[src/rtl/rob_walk_pkg.sv]
package rob_walk_pkg;
  // Strobes issued by the control to the entry store each cycle.
  typedef struct packed {
    logic allocEn;
    logic retireEn;
  } robStrobes_t;
endpackage

[src/rtl/rob_store.sv]
module rob_store
  import rob_walk_pkg::*;
#(
  parameter int DEPTH = 8,
  parameter int SEQ_W = 16,
  parameter int PC_W  = 32,
  localparam int IDX_W = $clog2(DEPTH),
  localparam int CNT_W = $clog2(DEPTH + 1)
) (
  input  logic              clk,
  input  logic              rstN,
  input  robStrobes_t       strobes,
  input  logic [DEPTH-1:0]  markMask,
  input  logic [SEQ_W-1:0]  allocSeq,
  input  logic [PC_W-1:0]   allocPc,
  input  logic [PC_W-1:0]   allocNextPc,
  input  logic              completeValid,
  input  logic [IDX_W-1:0]  completeIdx,
  output logic [IDX_W-1:0]  headIdx,
  output logic [IDX_W-1:0]  tailIdx,
  output logic [CNT_W-1:0]  count,
  output logic [SEQ_W-1:0]  entSeq [DEPTH],
  output logic              headReady,
  output logic              headSquashed,
  output logic [SEQ_W-1:0]  headSeq,
  output logic [PC_W-1:0]   headPc,
  output logic [PC_W-1:0]   headNextPc,
  output logic [SEQ_W-1:0]  tailSeq,
  output logic [PC_W-1:0]   tailPc,
  output logic [CNT_W-1:0]  freeCount
);

  logic [IDX_W-1:0] headQ, tailQ, newestIdx;
  logic [CNT_W-1:0] countQ;
  logic [SEQ_W-1:0] seqQ  [DEPTH];
  logic [PC_W-1:0]  pcQ   [DEPTH];
  logic [PC_W-1:0]  npcQ  [DEPTH];
  logic [DEPTH-1:0] rdyQ, sqQ;

  function automatic logic [IDX_W-1:0] nextIdx(input logic [IDX_W-1:0] v);
    return (v == IDX_W'(DEPTH - 1)) ? '0 : v + IDX_W'(1);
  endfunction

  function automatic logic [IDX_W-1:0] prevIdx(input logic [IDX_W-1:0] v);
    return (v == '0) ? IDX_W'(DEPTH - 1) : v - IDX_W'(1);
  endfunction

  // Ring pointers and occupancy
  always_ff @(posedge clk) begin
    if (!rstN) begin
      headQ  <= '0;
      tailQ  <= '0;
      countQ <= '0;
    end else begin
      if (strobes.allocEn)  tailQ <= nextIdx(tailQ);
      if (strobes.retireEn) headQ <= nextIdx(headQ);
      case ({strobes.allocEn, strobes.retireEn})
        2'b10:   countQ <= countQ + CNT_W'(1);
        2'b01:   countQ <= countQ - CNT_W'(1);
        default: countQ <= countQ;
      endcase
    end
  end

  // Per-slot storage
  for (genvar i = 0; i < DEPTH; i++) begin : g_slot
    logic allocHit, completeHit;
    assign allocHit    = strobes.allocEn && (tailQ == IDX_W'(i));
    assign completeHit = completeValid && (completeIdx == IDX_W'(i));

    always_ff @(posedge clk) begin
      if (!rstN) begin
        seqQ[i] <= '0;
        pcQ[i]  <= '0;
        npcQ[i] <= '0;
        rdyQ[i] <= 1'b0;
        sqQ[i]  <= 1'b0;
      end else if (allocHit) begin
        seqQ[i] <= allocSeq;
        pcQ[i]  <= allocPc;
        npcQ[i] <= allocNextPc;
        rdyQ[i] <= 1'b0;
        sqQ[i]  <= 1'b0;
      end else begin
        if (markMask[i]) begin
          rdyQ[i] <= 1'b1;
          sqQ[i]  <= 1'b1;
        end
        if (completeHit) rdyQ[i] <= 1'b1;
      end
    end

    assign entSeq[i] = seqQ[i];

    AST_MARK_STICKS: assert property (@(posedge clk) disable iff (!rstN)
      (markMask[i] && !allocHit) |=> (rdyQ[i] && sqQ[i]));
  end

  assign newestIdx    = prevIdx(tailQ);
  assign headIdx      = headQ;
  assign tailIdx      = tailQ;
  assign count        = countQ;
  assign freeCount    = CNT_W'(DEPTH) - countQ;
  assign headReady    = (countQ != '0) && rdyQ[headQ];
  assign headSquashed = sqQ[headQ];
  assign headSeq      = seqQ[headQ];
  assign headPc       = pcQ[headQ];
  assign headNextPc   = npcQ[headQ];
  assign tailSeq      = seqQ[newestIdx];
  assign tailPc       = pcQ[newestIdx];

  AST_NO_OVERFLOW: assert property (@(posedge clk) disable iff (!rstN)
    strobes.allocEn |-> (countQ != CNT_W'(DEPTH)));

  AST_RETIRE_LEGAL: assert property (@(posedge clk) disable iff (!rstN)
    strobes.retireEn |-> ((countQ != '0) && rdyQ[headQ]));

  AST_OCCUPANCY_TRACK: assert property (@(posedge clk) disable iff (!rstN)
    strobes.allocEn && !strobes.retireEn |=> countQ == $past(countQ) + CNT_W'(1));

  AST_PTR_GAP: assert property (@(posedge clk) disable iff (!rstN)
    ((countQ == '0) || (countQ == CNT_W'(DEPTH))) |-> (headQ == tailQ));

endmodule

[src/rtl/rob_ctl.sv]
module rob_ctl
  import rob_walk_pkg::*;
#(
  parameter int DEPTH        = 8,
  parameter int SEQ_W        = 16,
  parameter int SQUASH_WIDTH = 2,
  localparam int IDX_W = $clog2(DEPTH),
  localparam int CNT_W = $clog2(DEPTH + 1)
) (
  input  logic              clk,
  input  logic              rstN,
  input  logic              allocValid,
  input  logic              retireReq,
  input  logic              squashReq,
  input  logic [SEQ_W-1:0]  squashSeq,
  input  logic              headReady,
  input  logic [CNT_W-1:0]  count,
  input  logic [IDX_W-1:0]  tailIdx,
  input  logic [SEQ_W-1:0]  entSeq [DEPTH],
  output robStrobes_t       strobes,
  output logic [DEPTH-1:0]  markMask,
  output logic              allocAccept,
  output logic              retireAccept,
  output logic              squashDone,
  output logic              walkError
);

  logic             doneQ, errQ;
  logic [SEQ_W-1:0] sqSeqQ;
  logic [IDX_W-1:0] ptrQ, cur;
  logic [CNT_W-1:0] leftQ, nProc, leftAfter, leftNext, countAfterRet;
  logic             stop, found, errNow, walkEnd, startAcc;

  function automatic logic [IDX_W-1:0] prevIdx(input logic [IDX_W-1:0] v);
    return (v == '0) ? IDX_W'(DEPTH - 1) : v - IDX_W'(1);
  endfunction

  assign allocAccept   = allocValid && (count != CNT_W'(DEPTH)) && doneQ && !squashReq;
  assign retireAccept  = retireReq && headReady;
  assign startAcc      = squashReq && doneQ;
  assign countAfterRet = count - CNT_W'(retireAccept);

  always_comb begin
    strobes          = '0;
    strobes.allocEn  = allocAccept;
    strobes.retireEn = retireAccept;
  end

  // Walk up to SQUASH_WIDTH entries from newest toward oldest.
  always_comb begin
    markMask = '0;
    nProc    = '0;
    stop     = 1'b0;
    found    = 1'b0;
    errNow   = 1'b0;
    cur      = ptrQ;
    if (!doneQ) begin
      for (int k = 0; k < SQUASH_WIDTH; k++) begin
        if (!stop) begin
          if (nProc >= leftQ) begin
            stop = 1'b1;
          end else if (entSeq[cur] == sqSeqQ) begin
            stop  = 1'b1;
            found = 1'b1;
          end else begin
            markMask[cur] = 1'b1;
            if (entSeq[cur] <= sqSeqQ) errNow = 1'b1;
            nProc = nProc + CNT_W'(1);
            cur   = prevIdx(cur);
          end
        end
      end
    end
  end

  assign leftAfter = leftQ - nProc;
  assign leftNext  = (retireAccept && (leftAfter != '0)) ? leftAfter - CNT_W'(1) : leftAfter;
  assign walkEnd   = found || (leftNext == '0);

  always_ff @(posedge clk) begin
    if (!rstN) begin
      doneQ  <= 1'b1;
      errQ   <= 1'b0;
      sqSeqQ <= '0;
      ptrQ   <= '0;
      leftQ  <= '0;
    end else if (startAcc) begin
      sqSeqQ <= squashSeq;
      ptrQ   <= prevIdx(tailIdx);
      leftQ  <= countAfterRet;
      doneQ  <= (countAfterRet == '0);
      errQ   <= 1'b0;
    end else if (!doneQ) begin
      ptrQ  <= cur;
      leftQ <= leftNext;
      if (walkEnd) doneQ <= 1'b1;
      if (errNow)  errQ  <= 1'b1;
    end
  end

  assign squashDone = doneQ;
  assign walkError  = errQ;

  AST_NO_ALLOC_WALK: assert property (@(posedge clk) disable iff (!rstN)
    (!doneQ || squashReq) |-> !strobes.allocEn);

  AST_WALK_BOUNDED: assert property (@(posedge clk) disable iff (!rstN)
    (!doneQ) |-> ($countones(markMask) <= SQUASH_WIDTH));

  AST_IDLE_NO_MARK: assert property (@(posedge clk) disable iff (!rstN)
    doneQ |-> (markMask == '0));

  AST_START_CLEARS: assert property (@(posedge clk) disable iff (!rstN)
    (startAcc && (countAfterRet != '0)) |=> !squashDone);

endmodule

[src/rtl/rob_walk_squash.sv]
module rob_walk_squash
  import rob_walk_pkg::*;
#(
  parameter int DEPTH        = 8,
  parameter int SEQ_W        = 16,
  parameter int PC_W         = 32,
  parameter int SQUASH_WIDTH = 2,
  localparam int IDX_W = $clog2(DEPTH),
  localparam int CNT_W = $clog2(DEPTH + 1)
) (
  input  logic             clk,
  input  logic             rstN,
  input  logic             allocValid,
  input  logic [SEQ_W-1:0] allocSeq,
  input  logic [PC_W-1:0]  allocPc,
  input  logic [PC_W-1:0]  allocNextPc,
  output logic             allocAccept,
  output logic [IDX_W-1:0] allocIdx,
  input  logic             completeValid,
  input  logic [IDX_W-1:0] completeIdx,
  input  logic             retireReq,
  output logic             retireAccept,
  input  logic             squashReq,
  input  logic [SEQ_W-1:0] squashSeq,
  output logic             headReady,
  output logic             headSquashed,
  output logic [SEQ_W-1:0] headSeq,
  output logic [PC_W-1:0]  headPc,
  output logic [PC_W-1:0]  headNextPc,
  output logic [SEQ_W-1:0] tailSeq,
  output logic [PC_W-1:0]  tailPc,
  output logic [CNT_W-1:0] freeCount,
  output logic             squashDone,
  output logic             walkError
);

  robStrobes_t      strobes;
  logic [DEPTH-1:0] markMask;
  logic [IDX_W-1:0] headIdx, tailIdx;
  logic [CNT_W-1:0] count;
  logic [SEQ_W-1:0] entSeq [DEPTH];

  rob_ctl #(.DEPTH(DEPTH), .SEQ_W(SEQ_W), .SQUASH_WIDTH(SQUASH_WIDTH)) u_ctl (
    .clk          (clk),
    .rstN         (rstN),
    .allocValid   (allocValid),
    .retireReq    (retireReq),
    .squashReq    (squashReq),
    .squashSeq    (squashSeq),
    .headReady    (headReady),
    .count        (count),
    .tailIdx      (tailIdx),
    .entSeq       (entSeq),
    .strobes      (strobes),
    .markMask     (markMask),
    .allocAccept  (allocAccept),
    .retireAccept (retireAccept),
    .squashDone   (squashDone),
    .walkError    (walkError)
  );

  rob_store #(.DEPTH(DEPTH), .SEQ_W(SEQ_W), .PC_W(PC_W)) u_store (
    .clk           (clk),
    .rstN          (rstN),
    .strobes       (strobes),
    .markMask      (markMask),
    .allocSeq      (allocSeq),
    .allocPc       (allocPc),
    .allocNextPc   (allocNextPc),
    .completeValid (completeValid),
    .completeIdx   (completeIdx),
    .headIdx       (headIdx),
    .tailIdx       (tailIdx),
    .count         (count),
    .entSeq        (entSeq),
    .headReady     (headReady),
    .headSquashed  (headSquashed),
    .headSeq       (headSeq),
    .headPc        (headPc),
    .headNextPc    (headNextPc),
    .tailSeq       (tailSeq),
    .tailPc        (tailPc),
    .freeCount     (freeCount)
  );

  assign allocIdx = tailIdx;

  AST_HEAD_IDX_RANGE: assert property (@(posedge clk) disable iff (!rstN)
    retireAccept |-> (freeCount != CNT_W'(DEPTH)));

endmodule

[config.mk]
export PLATFORM = sky130hd
export DESIGN_NAME = rob_walk_squash
export DESIGN_NICKNAME = d
export VERILOG_FILES = /design/src/rtl/rob_walk_pkg.sv /design/src/rtl/rob_store.sv /design/src/rtl/rob_ctl.sv /design/src/rtl/rob_walk_squash.sv
export SDC_FILE = /design/constraint.sdc
export NUM_CORES = 1
export LEC_CHECK = 0
export BUFFER_PORTS_ARGS = -buffer_cell sky130_fd_sc_hd__buf_2
export CORE_UTILIZATION = 35
export DETAILED_ROUTE_END_ITERATION = 8
export PLACE_DENSITY = 0.61
export SLEW_MARGIN = 20
export SYNTH_ARGS = -nofsm -noshare
export SYNTH_HDL_FRONTEND = slang
export SYNTH_SLANG_ARGS = --single-unit
[constraint.sdc]
create_clock -name clk -period 8.6 [get_ports clk]
set_input_delay 1.29 -clock clk [delete_from_list [all_inputs] [get_ports clk]]
set_output_delay 1.29 -clock clk [all_outputs]
set_load 0.02 [all_outputs]
==> results.txt, run 1 <==
- Final period util: 0.9470
* Fmax achieved: 0.1228 GHz
- Antenna violation net count after detailed routing: 0
- Buffers inserted during clock tree synthesis total 79.
- In this run the most used layer during global routing was met2.
- Via count of the routed design: 26900
- Depth of the critical timing path with buffers and inverters included: 22
- The total overflow left after global routing is 0.
- The core region is 109000 µm².
* Ratio of cells with drive above 1 in the final layout: 0.2525
- For met3 alone, demand over resource in global routing was 0.05016.
* Hold-fix buffers, CTS: 0
* Number of buffers inserted by port buffering: 245
- The first global-routing pass estimated 180800 µm of wire.
- For the pin with the worst max-slew slack, the measured transition is 1086 ps.
* Global-route usage over all layers: 0.2171
- Yosys mapped a number of flops with a built-in enable equal to 640.
- For this design, the slowest cell found on the critical path is sky130_fd_sc_hd__or4_2.
- For met1 alone, demand over resource in global routing was 0.2836.
* Count of placed standard cells including taps: 4457
- Skew final: 25.45 ps
- The kind of cell with the highest combined delay along the critical path is simple AND/OR/NAND/NOR gates.
- Fraction of the yosys area taken by sequential cells: 0.5263
- Shortest clock period the worst path allows after layout: 8144 ps
- Height of the die: 334.0 µm
* Number of sinks handled by clock tree synthesis: 694
- The die covers 111500 µm².
- STA classifies the critical path endpoint as a flop.
- Ys Warns: 0
- Number of global-route vias before repair: 26470
* Global routing usage on met2: 0.3552
* Std cell rows: 121
- Counting instances, the worst hold path has a depth of 2.
* Footprint of the flip-flops and latches: 20310 µm²
- The cell area that synthesis handed to floorplanning was 38570 µm².
* Number of nets in the synthesized netlist: 3177
- Crit path max fanout: 35
* Cell count after synthesis: 3014
* Power density of the placed cells: 198.9 nW/µm²
- The number of cells on the worst reg-to-reg path is 22.
- The detailed router finished its first iteration with 3096 violations.
* Clk pin slew, worst setup/hold paths: 60 ps
* Root Buffer Master: sky130_fd_sc_hd__clkbuf_16
- The number of different library cells used by synthesis comes to 63.
- At the worst endpoint, the arrival time is 8710 ps.
* Final Routed Wirelength: 122900 µm
- The number of slew-limit violations in the final report was 0.
- Critical path buffers and inverters: 1
- The most numerous cell type found on the critical path is sky130_fd_sc_hd__ha_1.
- Total negative setup slack: 0 ps
- Number of H-tree levels: 3
- STA puts the critical path data required time at 9170 ps.
- In this run, synthesis produced a sequential element count of 694.
- Vias per Instance: 5.848
* Cells traversed along the worst timing path: inv_1 -> and3_1 -> a22oi_1 -> nand4_1 -> ha_1 -> nand4_1 -> or4_2 -> nand2_8 -> a21o_4 -> mux2i_1 -> mux2_2 -> ha_1 -> nand4_1 -> or4_1 -> ha_1 -> o21a_1 -> ha_1 -> fa_1 -> ha_1 -> a31oi_1 -> mux2_1 -> o221ai_1
- Detailed placement ended at an HPWL of 70340 µm.
* Total Nets Final: 3288
- By startpoint and endpoint, the worst setup path is classified as reg2reg.
* Maximum number of pins on one net before global-route repair: 131
* Status: finished clean
- Starting utilization of the core area: 0.3539
* Worst path max stage delay: 790 ps
* Antenna violations before repair: 29
- Post-CTS Setup Inserts: 0
* Clock insertion delay at the later pin of the skew report: 670 ps
- Filler Cells Inserted: 10270
* Average cell area after synthesis: 12.80 µm²
- Routability-driven placement finished with a final weighted congestion of 0.8867.
- Among all flip-flop cells after synthesis, the most frequent one is sky130_fd_sc_hd__edfxtp_1.
- Fin. Hold Viols: 0
* Router iterations before antenna repair: 6
- Setup repair after global routing left no endpoint under its margin.
- After detailed routing, the number of remaining DRC violations is 0.
- Total power: 8.654 mW
- Path category of the worst min-delay check: reg2reg
- Resize count post-CTS: 0
* Max-cap viol count: 0
* Number of non-filler instances in the completed layout: 4600
* Average detailed-routed wire length per instance: 26.71 µm
* Slew Limit Headroom: 0.2758
* Leakage power: 15.43 nW
- Measured along the x axis, the die boundary spans 334.0 µm.
- The worst setup path is launched from a flop.
* Io pins: 246
- Setup violations, final: 0
* TritonCTS clock tree: yes
* Combined area of the multi-input logic cells: 17180 µm²
- Area growth syn-to-layout: 12.81%
- Buffers from clock root to sink, at most: 3
- Of all flip-flops after synthesis, the portion carrying an async set or reset was 0.
- VDD sags by at most 0.0001744 V.
-- logic make-up (layout without fill, tap and decap cells) --
logic type                 after synthesis  after routing  synth area share
AOI/OAI and AO/OA                      589            589            0.1009
xor gates and xnor gates                11             11          0.002498
adders and majority gates               58             58           0.01920
buffers and inverters                  310            480           0.03270
DFF                                    694            694            0.5263
muxes                                  394            394            0.1754
other                                    0              2                 0
and+or+nand+nor                        958            958            0.1431
-- synth_stat cells, types with 56 or more instances --
| cell type | count | share of area |
|---|---|---|
| sky130_fd_sc_hd__clkbuf_1 | 213 | 0.021 |
| sky130_fd_sc_hd__a22oi_1 | 66 | 0.013 |
| sky130_fd_sc_hd__nand2_1 | 128 | 0.012 |
| sky130_fd_sc_hd__nand3_1 | 71 | 0.0092 |
| sky130_fd_sc_hd__a211oi_1 | 68 | 0.013 |
| sky130_fd_sc_hd__o21ai_0 | 132 | 0.017 |
| sky130_fd_sc_hd__a21oi_1 | 116 | 0.015 |
| sky130_fd_sc_hd__a311oi_1 | 60 | 0.014 |
| sky130_fd_sc_hd__ha_1 | 56 | 0.018 |
| sky130_fd_sc_hd__mux4_2 | 211 | 0.12 |
| sky130_fd_sc_hd__edfxtp_1 | 640 | 0.50 |
| sky130_fd_sc_hd__and2_1 | 642 | 0.10 |
| sky130_fd_sc_hd__mux2_2 | 141 | 0.041 |
-- worst min-delay path: cells and delay by family, from the launching register on --
family | cells | cell delay [ps]
flip-flops | 1 | 310
AND/OR/NAND/NOR | 1 | 50
AO/OA/AOI/OAI | 1 | 60
-- stage by stage --
stage / cell area, µm² / hold WS, ps / worst slack [ps] / util
2_1_floorplan: 38570 / 436.3 / 467.2 / -
3_3_place_gp: 41090 / 443.1 / 800.3 / 0.3769
3_5_place_dp: 41090 / 450.6 / 590.2 / 0.3769
4_1_cts: 43480 / 462.5 / 528.5 / 0.3989
5_1_grt: 43510 / 470.9 / 160.8 / 0.3992
6_report: 43510 / 461.0 / 456.0 / 0.3992
-- final timing paths --
| path | to | slack [ps] | start |
|---|---|---|---|
| setup / recovery | u_ctl.squashDone | 460 | u_ctl.ptrQ[0] |
| hold / removal | u_ctl.sqSeqQ[12] | 460 | u_ctl.sqSeqQ[12] |
| setup reg to reg | u_ctl.squashDone | 460 | u_ctl.ptrQ[0] |
| hold reg to reg | u_ctl.sqSeqQ[12] | 460 | u_ctl.sqSeqQ[12] |
-- state kept, by name, indices dropped and copies added, names as in the netlist, named ones only --
register          count
u_ctl.ptrQ            3
u_store.npcQ        256
u_ctl.leftQ           4
u_store.headIdx       3
u_store.pcQ         256
u_ctl.walkError       1
u_store.count         4
u_store.sqQ           8
u_store.tailIdx       3
u_ctl.squashDone      1
u_store.seqQ        128
u_store.rdyQ          8
u_ctl.sqSeqQ         16
-- layer usage --
layer  vias up  share of wire
met3       263          0.086
met4        30          0.030
met2      1221           0.47
met5         -         0.0016
met1     13570           0.41
li1      11820              -
-- layout by cell type (no fill, tap or decap), types with 24 or more instances in the layout --
cell type                   count
sky130_fd_sc_hd__and2_1       642
sky130_fd_sc_hd__buf_2        245
sky130_fd_sc_hd__buf_4         51
sky130_fd_sc_hd__o22ai_1       51
sky130_fd_sc_hd__nor2_1        34
sky130_fd_sc_hd__nand3_1       71
sky130_fd_sc_hd__o21ai_0      130
sky130_fd_sc_hd__nand4_1       24
sky130_fd_sc_hd__edfxtp_1     640
sky130_fd_sc_hd__mux2_2       141
sky130_fd_sc_hd__clkbuf_16     80
sky130_fd_sc_hd__o221ai_1      50
sky130_fd_sc_hd__a21oi_1      114
sky130_fd_sc_hd__nand2_1      125
sky130_fd_sc_hd__inv_1         30
sky130_fd_sc_hd__a211oi_1      68
sky130_fd_sc_hd__ha_1          55
sky130_fd_sc_hd__a311oi_1      60
sky130_fd_sc_hd__mux4_2       211
sky130_fd_sc_hd__a22oi_1       66
sky130_fd_sc_hd__dfxtp_1       50
sky130_fd_sc_hd__mux2i_1       38
-- cell type report --
cell class / instances / share of cell area
Antenna cell: 2 / 0.0001150
Clock inverter: 42 / 0.006873
Tap cell: 1414 / 0.04066
Timing Repair Buffer: 300 / 0.03899
Inverter: 40 / 0.003738
Sequential cell: 694 / 0.4668
Clock buffer: 98 / 0.04802
Multi-Input combinational cell: 2010 / 0.3948
-- power by group --
part           switching (mW)  total, mW  internal, mW
Clock                    1.42       3.20          1.79
Combinational           0.953       1.51         0.556
Sequential              0.106       3.94          3.84
Note: power is estimated with default switching activity, not from simulation.
==> inputs of run 2 (changes only) <==
--- a/config.mk
+++ b/config.mk
@@ -6,6 +6,7 @@
 export NUM_CORES = 1
 export LEC_CHECK = 0
 export BUFFER_PORTS_ARGS = -buffer_cell sky130_fd_sc_hd__buf_2
+export CORE_ASPECT_RATIO = 1.4
 export CORE_UTILIZATION = 35
 export DETAILED_ROUTE_END_ITERATION = 8
 export PLACE_DENSITY = 0.61
==> results.txt, run 2 (same netlist as run 1, synthesis figures left out) <==
- The run finished with clean final reports.
- CP arrival: 8620 ps (-90 ps)
- The die width is 282.6 µm (-15%).
* Number of non-filler instances in the completed layout: 4640 (+0.87%)
- Met3 usage in global routing: 0.04268 (-0.007474)
- GRT busiest layer: met2
- DRC violations left: 0 (unchanged)
- The number of buffers on the longest clock path is 3 (unchanged).
- Number of buffers created by CTS: 73 (-7.6%)
- The number of violations reported at the end of detailed-routing iteration 0 is 2741 (-11%).
- The clock-pin slew on the worst setup and hold paths came to 60 ps (about the same).
- Fmax achieved: 0.1245 GHz (+1.4%)
* Number of global-route vias before repair: 27100 (+2.4%)
- RSZ-0062 raised after global routing: false
- The buffer and inverter count on the worst path came to 3 (+2).
- The setup-violating endpoint count in the final report came to 0 (unchanged).
* Worst path max stage delay: 800 ps (about the same)
* Global routing usage on met2: 0.3662 (+0.01100)
- Root Buffer Master: sky130_fd_sc_hd__clkbuf_16
* Final core utilization: 0.4002 (+0.001046)
- The via total after detailed routing came to 27020 (+0.44%).
- The total of hold buffers inserted after clock tree synthesis came to 0 (unchanged).
- The number of nets in the layout was 3288 (unchanged).
- First-pass GRT wire length: 180500 µm (-0.18%)
* Starting utilization of the core area: 0.3540 (about the same)
- Ratio of cells with drive above 1 in the final layout: 0.2537 (+0.001177)
* Average detailed-routed wire length per instance: 26.59 µm (-0.45%)
- Power density of the placed cells: 199.0 nW/µm² (about the same)
- Crit path capture type: flop
- The slowest stage of the critical path is the sky130_fd_sc_hd__or4_2 cell.
- The largest registers in the layout are u_store.npcQ (256), u_store.pcQ (256), u_store.seqQ (128).
- The floorplan die height was 394.8 µm (+18%).
- The standard-cell row count came to 143 (+18%).
* Number of buffers inserted by port buffering: 245 (unchanged)
- Walking the worst path, the cells encountered are inv_1 -> nor3_2 -> buf_4 -> a22oi_1 -> and4_1 -> ha_1 -> nand4_1 -> or4_2 -> nand2_8 -> o22a_1 -> inv_2 -> and2_1 -> a221oi_1 -> ha_1 -> nand4_1 -> or4_1 -> ha_1 -> o21a_1 -> ha_1 -> fa_1 -> ha_1 -> a31oi_1 -> mux2_1 -> o221ai_1.
- The number of nets still failing antenna checks after routing was 0 (unchanged).
* Post-CTS Setup Inserts: 0 (unchanged)
- TritonCTS built the clock tree.
* Gp weighted congestion: 0.9148 (+3.2%)
* Global routing met1 resource utilization: 0.2738 (-0.009842)
* Fin. Hold Viols: 0 (unchanged)
- Count of placed standard cells including taps: 4499 (+0.94%)
- The number of slew-limit violations in the final report was 0 (unchanged).
* Final Routed Wirelength: 123400 µm (+0.42%)
* Total negative setup slack: 0 ps (unchanged)
- Relative to the synthesized area, the layout overhead comes to 13.06%.
- Worst-case vdd ir drop: 0.0001218 V (-30%)
- The average vias per placed instance was 5.823 (-0.42%).
- Number of sinks handled by clock tree synthesis: 694 (unchanged)
- Skew final: 28.52 ps (+3.068 ps)
- Floorplan Core Area: 109000 µm² (about the same)
* Slew Limit Headroom: 0.2711 (-0.004687)
- The HPWL after detailed placement came to 71850 µm (+2.2%).
- The largest driver fanout on the critical path came to 22 (-37%).
* Max-cap viol count: 0 (unchanged)
- Shortest clock period the worst path allows after layout: 8029 ps (-114.8 ps)
- The leakage power total was 15.44 nW (+0.10%).
* Most used cell along the critical path: sky130_fd_sc_hd__ha_1
- The library cells used most frequently in the layout, excluding fill and tap cells, are 642 x sky130_fd_sc_hd__and2_1, 640 x sky130_fd_sc_hd__edfxtp_1, 245 x sky130_fd_sc_hd__buf_2.
- The total congestion overflow after global routing was 0 (unchanged).
- Slew at the pin closest to its max-slew limit: 1093 ps (+7.031 ps)
- The share of the clock period used by the worst path after layout was 0.9336 (-0.01334).
- The largest net degree at the start of global routing is 83 (-37%).
* Final worst hold slack: 458.5 ps (-2.466 ps)
* Router iterations before antenna repair: 5 (-1)
- The post-cts sizing count came to 0 (unchanged).
* Most frequent standard cell in the layout excluding fill and tap cells: sky130_fd_sc_hd__and2_1
- Global-route usage over all layers: 0.2187 (+0.001646)
- The required time of the critical path was 9190 ps (+20 ps).
* Total power: 8.677 mW (+0.27%)
* Clock insertion delay at the later pin of the skew report: 680 ps (about the same)
* Io pins: 246 (unchanged)
- Kind of cell adding the most delay to the critical path: simple AND/OR/NAND/NOR gates
- Path category of the worst min-delay check: reg2reg
- WS Path Type: reg2reg
- The initial antenna violation count was 23 (-21%).
* Worst setup SP type: flop
* Number of H-tree levels: 3 (unchanged)
- Die footprint: 111600 µm² (about the same)
run 2: cell count changes in the layout (fill, tap and decap cells not counted), moves of 2 or more:
cell and change:
sky130_fd_sc_hd__clkbuf_16 -7, sky130_fd_sc_hd__buf_4 +5, sky130_fd_sc_hd__bufinv_16 +5, sky130_fd_sc_hd__clkbuf_1 -5, sky130_fd_sc_hd__clkinv_8 +4, sky130_fd_sc_hd__diode_2 +3
sky130_fd_sc_hd__inv_6 -3, sky130_fd_sc_hd__clkbuf_8 -2, sky130_fd_sc_hd__clkinv_1 +2, sky130_fd_sc_hd__clkinvlp_4 +2, sky130_fd_sc_hd__inv_16 +2
run 2: layer usage:
layer  wire length (µm)  vias up
met5                177        -
met4               4721       28
met3               8601      293
met2              61360     1183
met1              48510    13700
li1                   -    11810
run 2: area by class of cell:
cell class              instances  area [µm²]
diodes                          5       12.51
clock buffers                  84        1868
clock inverters                51       510.5
fillers                     10190       65350
inverters                      40       161.4
multi-input cells            2010       17180
flip-flops and latches        694       20310
well taps                    1450        1814
repair buffers                306        1754
run 2: power by group:
group          internal, mW  total (mW)  leakage [nW]  switching [mW]
logic                 0.559        1.53          7.21           0.974
clock network          1.79        3.21          1.16            1.41
registers              3.83        3.94          7.07           0.102
run 2: worst paths after layout:
| check | startpoint | to | slack (ps) | depth (start not counted) |
|---|---|---|---|---|
| setup / recovery | u_ctl.ptrQ[0] | u_ctl.squashDone | 570 | 24 |
| hold / removal | u_ctl.sqSeqQ[15] | u_ctl.sqSeqQ[15] | 460 | 2 |
| setup reg to reg | u_ctl.ptrQ[0] | u_ctl.squashDone | 570 | 24 |
| hold reg to reg | u_ctl.sqSeqQ[15] | u_ctl.sqSeqQ[15] | 460 | 2 |
run 2: worst register-to-register path, stage by stage, from the launching register on:
cell and delay (ps):
sky130_fd_sc_hd__dfxtp_1 510, sky130_fd_sc_hd__inv_1 290, sky130_fd_sc_hd__nor3_2 370, sky130_fd_sc_hd__buf_4 360
sky130_fd_sc_hd__a22oi_1 140, sky130_fd_sc_hd__and4_1 200, sky130_fd_sc_hd__ha_1 270, sky130_fd_sc_hd__nand4_1 170
sky130_fd_sc_hd__or4_2 800, sky130_fd_sc_hd__nand2_8 200, sky130_fd_sc_hd__o22a_1 250, sky130_fd_sc_hd__inv_2 260
sky130_fd_sc_hd__and2_1 260, sky130_fd_sc_hd__a221oi_1 360, sky130_fd_sc_hd__ha_1 200, sky130_fd_sc_hd__nand4_1 190
sky130_fd_sc_hd__or4_1 730, sky130_fd_sc_hd__ha_1 350, sky130_fd_sc_hd__o21a_1 200, sky130_fd_sc_hd__ha_1 210
sky130_fd_sc_hd__fa_1 510, sky130_fd_sc_hd__ha_1 250, sky130_fd_sc_hd__a31oi_1 340, sky130_fd_sc_hd__mux2_1 380
sky130_fd_sc_hd__o221ai_1 170
run 2: through the flow:
step | instance area [µm²] | setup WS [ps]
final | 43610 | 570.8
after global routing | 43610 | 75.95
after CTS | 43570 | 438.6
after detailed placement | 41190 | 435.6
after global placement | 41190 | 670.6
after floorplan | 38570 | 467.2
